File: src/rtl/isp_pkg.sv
// Shared constants and types for the programming operation register.
// Assumes a 27-bit full frame and a 10-bit short frame for autoincrement modes.
package isp_pkg;
    localparam int FRAME_W = 27;
    localparam int SHORT_W = 10;
    localparam int ADDR_FW = 17;
    localparam int DATA_W  = 8;

    localparam logic [1:0] CTL_TRIGGER     = 2'b10;
    localparam logic [1:0] ST_OK           = 2'b11;
    localparam logic [1:0] ST_PROG_FAIL    = 2'b01;
    localparam logic [1:0] ST_ERASE_ABORT  = 2'b00;
    localparam logic [1:0] ST_ERROR        = 2'b10;
    localparam logic [ADDR_FW-1:0] UNLOCK_KEY = 17'h1aa55;

    typedef enum logic [2:0] {
        M_NONE     = 3'd0,
        M_PROG     = 3'd1,
        M_PROG_INC = 3'd2,
        M_VFY      = 3'd3,
        M_VFY_INC  = 3'd4,
        M_ERASE    = 3'd5,
        M_BULK     = 3'd6
    } isp_mode_e;

    typedef enum logic [1:0] {K_NONE, K_PROG, K_VFY, K_ERASE} op_e;

    typedef enum logic [1:0] {S_IDLE, S_ARMED, S_BUSY} op_state_e;
endpackage

File: src/rtl/isp_dr_shifter.sv
// Capture/shift register for the frame.
// Assumes capture and shift are never high in the same cycle.
// In short form only the low SHORT_W bits shift; the upper bits hold.
module isp_dr_shifter
    import isp_pkg::*;
(
    input  logic               clk,
    input  logic               rst_n,
    input  logic               capture,
    input  logic               shift,
    input  logic               short_form,
    input  logic               tdi,
    input  logic [FRAME_W-1:0] cap_frame,
    output logic [FRAME_W-1:0] frame_q,
    output logic               tdo
);
    // Load the status frame on capture, otherwise move one bit toward tdo per shift clock.
    always_ff @(posedge clk) begin
        if (!rst_n) begin
            frame_q <= '0;
        end else if (capture) begin
            frame_q <= cap_frame;
        end else if (shift) begin
            if (short_form)
                frame_q <= {frame_q[FRAME_W-1:SHORT_W], tdi, frame_q[SHORT_W-1:1]};
            else
                frame_q <= {tdi, frame_q[FRAME_W-1:1]};
        end
    end

    assign tdo = frame_q[0];

    AST_SHORT_HOLDS_ADDR: assert property (@(posedge clk) disable iff (!rst_n)
        (shift && short_form && !capture) |=> frame_q[FRAME_W-1:SHORT_W] == $past(frame_q[FRAME_W-1:SHORT_W]));
endmodule

File: src/rtl/isp_byte_array.sv
// Small byte-wide flash model.
// Program writes one byte. Erase fills an area, or every byte, with 0xFF.
// Assumes DEPTH and AREA_BYTES are powers of two and the controller never raises a bit.
module isp_byte_array
    import isp_pkg::*;
#(
    parameter int DEPTH      = 16,
    parameter int AREA_BYTES = 8,
    localparam int IDX_W     = $clog2(DEPTH),
    localparam int AREA_SH   = $clog2(AREA_BYTES)
) (
    input  logic              clk,
    input  logic              rst_n,
    input  logic [IDX_W-1:0]  rd_idx,
    output logic [DATA_W-1:0] rd_data,
    input  logic              prog_en,
    input  logic [IDX_W-1:0]  prog_idx,
    input  logic [DATA_W-1:0] prog_data,
    input  logic              erase_en,
    input  logic              erase_all,
    input  logic [IDX_W-1:0]  erase_idx
);
    logic [DATA_W-1:0] mem [DEPTH];

    for (genvar i = 0; i < DEPTH; i++) begin : g_byte
        localparam logic [IDX_W-1:0] MY_AREA = IDX_W'(i / AREA_BYTES);
        logic hit_area;
        assign hit_area = erase_all || ((erase_idx >> AREA_SH) == MY_AREA);
        // One byte cell: reset and erase to all ones, program to the supplied byte.
        always_ff @(posedge clk) begin
            if (!rst_n)
                mem[i] <= '1;
            else if (erase_en && hit_area)
                mem[i] <= '1;
            else if (prog_en && prog_idx == IDX_W'(i))
                mem[i] <= prog_data;
        end
    end

    assign rd_data = mem[rd_idx];

    AST_PROG_ONLY_CLEARS: assert property (@(posedge clk) disable iff (!rst_n)
        prog_en |-> ((prog_data & ~mem[prog_idx]) == '0));
    AST_BULK_FILLS: assert property (@(posedge clk) disable iff (!rst_n)
        (erase_en && erase_all) |=> (mem[0] == '1 && mem[DEPTH-1] == '1));
endmodule

File: src/rtl/isp_op_ctrl.sv
// Operation sequencer.
// Decodes updated frames, arms operations, counts idle clocks, applies write
// protection, and builds the frame captured next.
// Assumes update and capture never coincide, and that the mode is stable around an update.
module isp_op_ctrl
    import isp_pkg::*;
#(
    parameter int DEPTH        = 16,
    parameter int PROG_CYCLES  = 16,
    parameter int ERASE_CYCLES = 32,
    parameter bit WP_AT_RESET  = 1'b1,
    localparam int IDX_W       = $clog2(DEPTH),
    localparam int MAXC        = (PROG_CYCLES > ERASE_CYCLES) ? PROG_CYCLES : ERASE_CYCLES,
    localparam int CNT_W       = $clog2(MAXC + 1)
) (
    input  logic               clk,
    input  logic               rst_n,
    input  logic [2:0]         isp_mode,
    input  logic               dr_capture,
    input  logic               dr_update,
    input  logic               tap_idle,
    input  logic [FRAME_W-1:0] frame,
    input  logic [DATA_W-1:0]  rd_data,
    output logic               short_form,
    output logic [FRAME_W-1:0] cap_frame,
    output logic [IDX_W-1:0]   mem_idx,
    output logic               prog_en,
    output logic [DATA_W-1:0]  prog_data,
    output logic               erase_en,
    output logic               erase_all
);
    isp_mode_e         mode;
    op_state_e         state_q;
    op_e               op_q;
    logic              all_q;
    logic              wp_q;
    logic [ADDR_FW-1:0] addr_q;
    logic [DATA_W-1:0] data_q;
    logic [1:0]        status_q;
    logic [CNT_W-1:0]  cnt_q;

    logic [1:0]         fr_ctl;
    logic [DATA_W-1:0]  fr_data;
    logic [ADDR_FW-1:0] fr_addr;
    logic               in_range;
    logic [ADDR_FW-1:0] next_addr;
    logic [CNT_W-1:0]   limit;
    logic [1:0]         abort_code;
    logic               is_erase_mode;
    logic               finishing;

    assign mode          = isp_mode_e'(isp_mode);
    assign short_form    = (mode == M_PROG_INC) || (mode == M_VFY_INC);
    assign is_erase_mode = (mode == M_ERASE) || (mode == M_BULK);
    assign fr_ctl        = frame[1:0];
    assign fr_data       = frame[9:2];
    assign fr_addr       = frame[FRAME_W-1:SHORT_W];
    assign in_range      = addr_q < ADDR_FW'(DEPTH);
    assign next_addr     = (addr_q >= ADDR_FW'(DEPTH - 1)) ? '0 : addr_q + 1'b1;
    assign limit         = (op_q == K_ERASE) ? CNT_W'(ERASE_CYCLES) : CNT_W'(PROG_CYCLES);
    assign mem_idx       = addr_q[IDX_W-1:0];
    assign prog_data     = data_q;
    assign erase_all     = all_q;

    // Abort result depends on the operation that was cut short.
    always_comb begin
        case (op_q)
            K_PROG:  abort_code = ST_PROG_FAIL;
            K_ERASE: abort_code = ST_ERASE_ABORT;
            default: abort_code = ST_ERROR;
        endcase
    end

    // Capture sees the abort code at once when it interrupts an operation.
    assign cap_frame = {addr_q, data_q,
                        (dr_capture && state_q != S_IDLE) ? abort_code : status_q};

    // Last counted idle clock of a busy operation writes the array.
    assign finishing = (state_q == S_BUSY) && tap_idle && !dr_capture && !dr_update
                       && (cnt_q == limit);
    assign prog_en   = finishing && (op_q == K_PROG);
    assign erase_en  = finishing && (op_q == K_ERASE);

    // Frame decode, operation sequencing and result recording.
    always_ff @(posedge clk) begin
        if (!rst_n) begin
            state_q  <= S_IDLE;
            op_q     <= K_NONE;
            all_q    <= 1'b0;
            wp_q     <= WP_AT_RESET;
            addr_q   <= '0;
            data_q   <= '0;
            status_q <= ST_OK;
            cnt_q    <= '0;
        end else if (dr_update && mode != M_NONE) begin
            data_q <= fr_data;
            if (!short_form)
                addr_q <= fr_addr;
            state_q  <= S_IDLE;
            status_q <= ST_OK;
            if (fr_ctl == CTL_TRIGGER) begin
                if (is_erase_mode && fr_addr == UNLOCK_KEY) begin
                    wp_q <= 1'b0;
                end else begin
                    state_q <= S_ARMED;
                    all_q   <= (mode == M_BULK);
                    if (short_form)
                        addr_q <= next_addr;
                    case (mode)
                        M_PROG, M_PROG_INC: op_q <= K_PROG;
                        M_VFY, M_VFY_INC:   op_q <= K_VFY;
                        default:            op_q <= K_ERASE;
                    endcase
                end
            end
        end else if (dr_capture && state_q != S_IDLE) begin
            state_q  <= S_IDLE;
            status_q <= abort_code;
        end else begin
            case (state_q)
                S_ARMED: begin
                    if (tap_idle) begin
                        case (op_q)
                            K_VFY: begin
                                data_q   <= in_range ? rd_data : '0;
                                status_q <= in_range ? ST_OK : ST_ERROR;
                                state_q  <= S_IDLE;
                            end
                            K_PROG: begin
                                if (!in_range || (data_q & ~rd_data) != '0) begin
                                    status_q <= ST_PROG_FAIL;
                                    state_q  <= S_IDLE;
                                end else begin
                                    state_q <= S_BUSY;
                                    cnt_q   <= CNT_W'(1);
                                end
                            end
                            default: begin
                                if (wp_q) begin
                                    status_q <= ST_ERROR;
                                    state_q  <= S_IDLE;
                                end else begin
                                    state_q <= S_BUSY;
                                    cnt_q   <= CNT_W'(1);
                                end
                            end
                        endcase
                    end
                end
                S_BUSY: begin
                    if (!tap_idle) begin
                        state_q  <= S_IDLE;
                        status_q <= abort_code;
                    end else if (cnt_q == limit) begin
                        state_q  <= S_IDLE;
                        status_q <= ST_OK;
                    end else begin
                        cnt_q <= cnt_q + 1'b1;
                    end
                end
                default: ;
            endcase
        end
    end

    AST_ERASE_UNPROTECTED: assert property (@(posedge clk) disable iff (!rst_n)
        erase_en |-> !wp_q);
    AST_CNT_IN_LIMIT: assert property (@(posedge clk) disable iff (!rst_n)
        (state_q == S_BUSY) |-> (cnt_q != '0 && cnt_q <= limit));
    AST_READ_ONE_CLOCK: assert property (@(posedge clk) disable iff (!rst_n)
        (state_q == S_ARMED && op_q == K_VFY && tap_idle && !dr_update && !dr_capture)
        |=> (state_q == S_IDLE && status_q != ST_PROG_FAIL));
    AST_EXIT_ABORTS: assert property (@(posedge clk) disable iff (!rst_n)
        (state_q == S_BUSY && !tap_idle && !dr_update)
        |=> (state_q == S_IDLE && (status_q == ST_PROG_FAIL || status_q == ST_ERASE_ABORT)));
    AST_INC_IN_RANGE: assert property (@(posedge clk) disable iff (!rst_n)
        (dr_update && short_form && fr_ctl == CTL_TRIGGER) |=> (addr_q < ADDR_FW'(DEPTH)));
endmodule

File: src/rtl/isp_oper_reg.sv
// Top of the programming operation register: shifter, sequencer and byte array.
// Assumes TAP state strobes are one-hot and synchronous to tck.
module isp_oper_reg
    import isp_pkg::*;
#(
    parameter int DEPTH        = 16,
    parameter int AREA_BYTES   = 8,
    parameter int PROG_CYCLES  = 16,
    parameter int ERASE_CYCLES = 32,
    parameter bit WP_AT_RESET  = 1'b1,
    localparam int IDX_W       = $clog2(DEPTH)
) (
    input  logic       tck,
    input  logic       rst_n,
    input  logic [2:0] isp_mode,
    input  logic       dr_capture,
    input  logic       dr_shift,
    input  logic       dr_update,
    input  logic       tap_idle,
    input  logic       tdi,
    output logic       tdo
);
    logic               short_form;
    logic [FRAME_W-1:0] cap_frame;
    logic [FRAME_W-1:0] frame_q;
    logic [IDX_W-1:0]   mem_idx;
    logic [DATA_W-1:0]  rd_data;
    logic               prog_en;
    logic [DATA_W-1:0]  prog_data;
    logic               erase_en;
    logic               erase_all;

    isp_dr_shifter u_shift (
        .clk        (tck),
        .rst_n      (rst_n),
        .capture    (dr_capture),
        .shift      (dr_shift),
        .short_form (short_form),
        .tdi        (tdi),
        .cap_frame  (cap_frame),
        .frame_q    (frame_q),
        .tdo        (tdo)
    );

    isp_op_ctrl #(
        .DEPTH        (DEPTH),
        .PROG_CYCLES  (PROG_CYCLES),
        .ERASE_CYCLES (ERASE_CYCLES),
        .WP_AT_RESET  (WP_AT_RESET)
    ) u_ctrl (
        .clk        (tck),
        .rst_n      (rst_n),
        .isp_mode   (isp_mode),
        .dr_capture (dr_capture),
        .dr_update  (dr_update),
        .tap_idle   (tap_idle),
        .frame      (frame_q),
        .rd_data    (rd_data),
        .short_form (short_form),
        .cap_frame  (cap_frame),
        .mem_idx    (mem_idx),
        .prog_en    (prog_en),
        .prog_data  (prog_data),
        .erase_en   (erase_en),
        .erase_all  (erase_all)
    );

    isp_byte_array #(
        .DEPTH      (DEPTH),
        .AREA_BYTES (AREA_BYTES)
    ) u_array (
        .clk       (tck),
        .rst_n     (rst_n),
        .rd_idx    (mem_idx),
        .rd_data   (rd_data),
        .prog_en   (prog_en),
        .prog_idx  (mem_idx),
        .prog_data (prog_data),
        .erase_en  (erase_en),
        .erase_all (erase_all),
        .erase_idx (mem_idx)
    );
endmodule

File: config.mk
export PLATFORM = sky130hd
export DESIGN_NAME = isp_oper_reg
export DESIGN_NICKNAME = d
export VERILOG_FILES = /design/src/rtl/isp_pkg.sv /design/src/rtl/isp_dr_shifter.sv /design/src/rtl/isp_byte_array.sv /design/src/rtl/isp_op_ctrl.sv /design/src/rtl/isp_oper_reg.sv
export SDC_FILE = /design/constraint.sdc
export NUM_CORES = 1
export LEC_CHECK = 0
export BUFFER_PORTS_ARGS = -buffer_cell sky130_fd_sc_hd__buf_2
export CORE_ASPECT_RATIO = 1.2
export CORE_MARGIN = 2
export CORE_UTILIZATION = 60
export CTS_CLUSTER_DIAMETER = 30
export DETAILED_ROUTE_END_ITERATION = 10
export HOLD_SLACK_MARGIN = 0.12
export PLACE_DENSITY = 0.82
export SYNTH_ARGS = -nofsm -noshare
export SYNTH_HDL_FRONTEND = slang
export SYNTH_SLANG_ARGS = --single-unit
File: constraint.sdc
create_clock -name tck -period 6 [get_ports tck]
set_input_delay 0.9 -clock tck [delete_from_list [all_inputs] [get_ports tck]]
set_output_delay 0.9 -clock tck [all_outputs]
set_load 0.03 [all_outputs]
==> results of run 1 <==
layout make-up:
class | instances | area share [%]
Clock buffer | 17 | 4.09
Clock inverter | 15 | 1.42
Inverter | 18 | 0.650
Multi-Input combinational cell | 582 | 40.1
Sequential cell | 198 | 50.5
Tap cell | 212 | 2.55
Timing Repair Buffer | 14 | 0.770
cells in the mapped netlist, drive strengths merged, types with 2 or more instances:
cell,n
o21a,6
or2,78
nand3b,2
nor3b,6
clkbuf,46
and2,30
or3,16
a31oi,3
mux2i,49
o21ai,36
o211ai,5
a221oi,7
a211oi,3
nor4,5
and3b,2
nand2,100
a41oi,3
nor3,4
ha,13
nand4b,5
inv,17
o2bb2ai,5
buf,14
o211a,9
nor2b,16
nand3,23
mux4,23
nand4,4
nand2b,28
and3,4
edfxtp,128
a21oi,15
a22oi,13
dfxtp,70
a22o,10
a21boi,5
nor2,29
a211o,3
a21o,3
per-stage QoR:
step	hold WS [ns]	utilization [%]	cells	power, mW	instance area [um2]
final	0.476	64.7	1056	2.79	10400
after global routing	0.497	64.7	1056	2.86	10400
after CTS	0.476	64.7	1056	2.79	10400
after detailed placement	0.458	61.1	1024	1.71	9820
after global placement	0.461	61.1	1024	1.70	9820
after floorplan	0.435	-	858	1.65	9790
path summary, 6_finish.rpt:
check | start | to | cells past startpoint
worst max-delay path | u_ctrl.op_q[0]$_SDFFE_PN0P_ | u_array.mem[3][2]$_SDFFCE_PN1P_ | 9
worst min-delay path | u_ctrl.status_q[1]$_SDFFE_PP1P_ | u_ctrl.status_q[1]$_SDFFE_PP1P_ | 1
worst max register to register | u_ctrl.op_q[0]$_SDFFE_PN0P_ | u_array.mem[3][2]$_SDFFCE_PN1P_ | 9
worst min register to register | u_ctrl.status_q[1]$_SDFFE_PP1P_ | u_ctrl.status_q[1]$_SDFFE_PP1P_ | 1
kinds of logic (layout without fill, tap and decap cells):
logic type               count (synthesis)  count (layout)  synth area share, %
adder cells (fa/ha/maj)                 13              13                 1.66
XOR/XNOR                                 2               2                0.179
AND/OR/NAND/NOR                        354             354                 19.4
AO/OA/AOI/OAI                          140             140                 10.5
multiplexers                            73              73                 10.9
flip-flops                             198             198                 53.6
buffers and inverters                   78              64                 3.87
report_power, final:
part / leakage, nW / switching (mW) / internal, mW / total (mW)
sequential: 1.86 / 0.0349 / 1.50 / 1.53
clock: 0.268 / 0.531 / 0.582 / 1.11
combinational: 1.42 / 0.0937 / 0.0527 / 0.146
total: 3.55 / 0.659 / 2.13 / 2.79
routing by layer:
layer / wire (um) / vias to the layer above / track usage [%]
met3: 1440 / 53 / 5.20
met1: 9150 / 3224 / 35.1
met4: 672 / 0 / 10.5
met2: 10700 / 276 / 43.4
met5: 0 / - / 0
li1: - / 3073 / -
flip-flops by register name, summed over array words and instances, names as in the netlist, 2 cells and up, named ones only:
register / flops
u_array.mem: 128
u_shift.frame_q: 27
u_ctrl.addr_q: 17
u_ctrl.prog_data: 8
u_ctrl.cnt_q: 6
u_ctrl.op_q: 2
u_ctrl.state_q: 2
u_ctrl.status_q: 2
==> impl_metrics.toml, run 1 <==
[clock_tree]
cts-htree-levels = 4
clk_path_buf_depth = 2
clk_latency_ns = 0.44
clk_pin_slew_ns = 0.07
cts_setup_buffers = 0
cts-root-buf = "clkbuf_16"
cts_resized = 0
cts_tree = "built"
cts_hold_buf = 0
cts_buffers = 17
clock-sinks = 198

[die]
start_util_pct = 60.9
coreArea_um2 = 16100
die_y_um = 144
die_x_um = 121
die-area_um2 = 17400
num_io_pins = 11
rows = 51

[run_status]
status = "finished clean"

[logic_synthesis]
synth.largest_area_cell = "edfxtp_1"
yosysWarnings = 0
ys_ff_latch = 198
synth-edff-count = 128
synth_nets = 881
synth_top_area_share_pct = 39.3
synthCells = 858
synth_area_um2 = 9790
synth-main-ff-cell = "edfxtp_1"
ys_seq_area_share_pct = 53.6
synth.area.top_cells = "edfxtp_1 39%, dfxtp_1 14%, mux2i_1 5.0%"
async_flop_share_pct = 0
synth_area_per_cell_um2 = 11.4
ys_types = 67

[finish]
fillers = 1236
synthToLayoutAreaGrowth_pct = 6.21
layout-drive-gt1-share_pct = 16.7
final_common_cell = "edfxtp_1"
seqCellArea_um2 = 5250
layout.nets = 854
multi_input_area_um2 = 4160
most-common-layout-cells = "128 x edfxtp_1, 100 x nand2_1, 78 x or2_2, 69 x dfxtp_1, 49 x mux2i_1"
diodes = 0

[drt]
dr.pass1.iters = 6
vias = 6626
wl_um = 22000
wl_per_cell_um = 20.8
detail-route-antenna-nets = 0
via_per_inst = 6.27
drtIter0Drc = 664
drc = 0

[place]
gp_congestion = 0.944
place_ws_ns = 2.32
io_buffers = 10
hpwl_um = 14500

[sta]
fmax_mhz = 276
fin_crit_ns = 3.62
drv_slew = 0
fin_setup_tns_ns = 0
min_period_over_period_pct = 60.3
maxSlewHeadroom_pct = 25.8
setup_ws_ns = 2.38
hold_viol = 0
tightest_slew_ns = 1.10
rsz0062_at_grt = "no"
finalSetupViolations = 0
fin_skew_ns = 0.00938

[pwr]
total_leakage_power_nw = 3.55
vdd_ir_drop_max_mv = 0.180
powerDensity_nw_per_um2 = 269

[setup_path]
path_max_fanout = 10
cp.arrival_ns = 3.72
path_delay_family = "simple AND/OR/NAND/NOR gates"
path_class = "flop to flop"
slowest_stage = "and3b_1"
cp_num_buf_inv = 0
end_kind = "flop"
worstSetupStartpointType = "flop"
regToRegSetupSlack_ns = 2.38
path_cells = "ha_1 > and3b_1 > o211ai_1 > nor2_1 > nand4_1 > o21a_1 > and3b_1 > nand2_1 > nand2_1"
crit_path_max_incr_delay_ns = 0.55
worst_ep_required_time_ns = 6.10

[grt]
grt_pass1_vias = 6325
grt_overflow_total = 0
track_usage_pct = 26.5
grt_max_degree = 66
grt_antenna_before_repair = 0
grt_pass1_wl_um = 34800

[run]
maxCapViolCount = 0

[min_path]
hp-class = "flop to flop"
(Power assumes the default switching activity.)
==> run 2, diff against run 1 <==
==> constraint.sdc (replaced) <==
create_clock -name tck -period 3.6 [get_ports tck]
set_input_delay 0.54 -clock tck [delete_from_list [all_inputs] [get_ports tck]]
set_output_delay 0.54 -clock tck [all_outputs]
set_load 0.03 [all_outputs]
==> impl_metrics.toml, run 2 (same netlist as run 1, synthesis figures left out) <==
[sta]
fin_skew_ns = 0.00826
fin_crit_ns = 3.24
fmax_mhz = 309
finalSetupViolations = 0
setup_ws_ns = 0.361
hold_slack_ns = 0.422
hold_viol = 0
fin_setup_tns_ns = 0
drv_slew = 0
maxSlewHeadroom_pct = 34.7
min_period_over_period_pct = 90.0
rsz0062_at_grt = "no"
tightest_slew_ns = 0.978

[setup_path]
end_kind = "flop"
slowest_stage = "dfxtp_2"
path_max_fanout = 17
crit_path_max_incr_delay_ns = 0.68
worstSetupStartpointType = "flop"
path_class = "flop to flop"
path_cells = "buf_4 > mux4_1 > nor2b_1 > a211oi_1 > a21o_1 > a222oi_1 > a21oi_1 > nor2_2 > a41o_1"
cp.arrival_ns = 3.58
worst_ep_required_time_ns = 3.94
reg2reg_depth = 9

[min_path]
hold_path_depth = 3
hp-class = "input port to flop"
worstHoldStart = "tdi"

[drt]
drtIter0Drc = 714
dr.pass1.iters = 5
detail-route-antenna-nets = 0
drc = 0
wl_um = 22600
vias = 6722
via_per_inst = 6.28
wl_per_cell_um = 21.1

[clock_tree]
cts_setup_buffers = 0
cts-root-buf = "clkbuf_16"
clk_path_buf_depth = 2
cts_buffers = 17
cts_tree = "built"
cts-htree-levels = 4
cts_hold_buf = 0
clk_latency_ns = 0.45
clock-sinks = 198
clk_pin_slew_ns = 0.07

[place]
place_ws_ns = 0.404
hpwl_um = 15300
io_buffers = 10
gp_congestion = 0.930

[run]
maxCapViolCount = 0

[finish]
synthToLayoutAreaGrowth_pct = 7.52
largest_registers = "u_array.mem: 128 flops, u_shift.frame_q: 27 flops, u_ctrl.addr_q: 17 flops"
fillers = 1258
largest_register_ffs = 128
diodes = 0
regMostFlops = "u_array.mem"
layout-drive-gt1-share_pct = 17.7
layout.nets = 868
final_common_cell = "edfxtp_1"
most-common-layout-cells = "128 x edfxtp_1, 100 x nand2_1, 78 x or2_2, 69 x dfxtp_1, 49 x mux2i_1"

[run_status]
status = "finished clean"

[die]
coreArea_um2 = 16100
die-area_um2 = 17400
die_x_um = 121
start_util_pct = 60.9
rows = 51
num_io_pins = 11
die_y_um = 144

[grt]
grt_pass1_wl_um = 35600
grt_antenna_before_repair = 0
grt_pass1_vias = 6427
track_usage_pct = 27.6
grt_overflow_total = 0
grt_max_degree = 45

[pwr]
total_leakage_power_nw = 3.64
power_mw = 4.61
vdd_ir_drop_max_mv = 0.295
powerDensity_nw_per_um2 = 438
==> run 2: critical path, delay by kind of cell, from the launching register on <==
family	cells	cell delay [ns]
AOI/OAI and AO/OA	5	1.32
DFF	1	0.68
muxes	1	0.55
and+or+nand+nor	2	0.33
buffers and inverters	1	0.24
==> run 2: stage by stage <==
stage               std cells  cell area (um2)  utilization (%)
finish                   1070            10500             65.4
global route             1070            10500             65.4
CTS                      1070            10500             65.4
detailed placement       1038             9970             62.0
global placement         1038             9970             62.0
floorplan                 858             9790                -
==> run 2: timing repair <==
item                                    4_1_cts  5_1_grt
endpoints found under the hold margin         0        0
endpoints found under the setup margin        0       10
gates resized for setup                       0        1
==> run 2: area by class of cell <==
| cell class | count | area [um2] | area share [%] |
|---|---|---|---|
| clock buffer | 21 | 483 | 4.59 |
| clock inverter | 11 | 68.8 | 0.654 |
| inverter | 18 | 67.6 | 0.642 |
| multi-input combinational | 582 | 4170 | 39.6 |
| sequential | 198 | 5250 | 49.9 |
| tap | 212 | 265 | 2.52 |
| timing repair buffer | 28 | 223 | 2.12 |
==> run 2: worst paths after layout <==
| check | endpoint | slack [ns] |
|---|---|---|
| worst max-delay path | u_ctrl.cnt_q[2]$_SDFFE_PN0P_ | 0.36 |
| worst min-delay path | u_shift.frame_q[9]$_SDFFE_PN0P_ | 0.42 |
| worst max register to register | u_ctrl.cnt_q[2]$_SDFFE_PN0P_ | 0.36 |
| worst min register to register | u_ctrl.status_q[0]$_SDFFE_PP1P_ | 0.49 |
==> run 2: report_power, final <==
group / switching [mW] / internal [mW]
registers: 0.0560 / 2.50
logic: 0.162 / 0.0941
clock network: 0.834 / 0.964
==> run 2: routing by layer <==
metal  GRT usage [%]  share of wire, %  up-vias
met5               0                 0        -
met4            11.1               3.1        0
met3            7.18               8.4       57
met2            45.4                49      328
met1            34.8                39     3239
li1                -                 -     3098
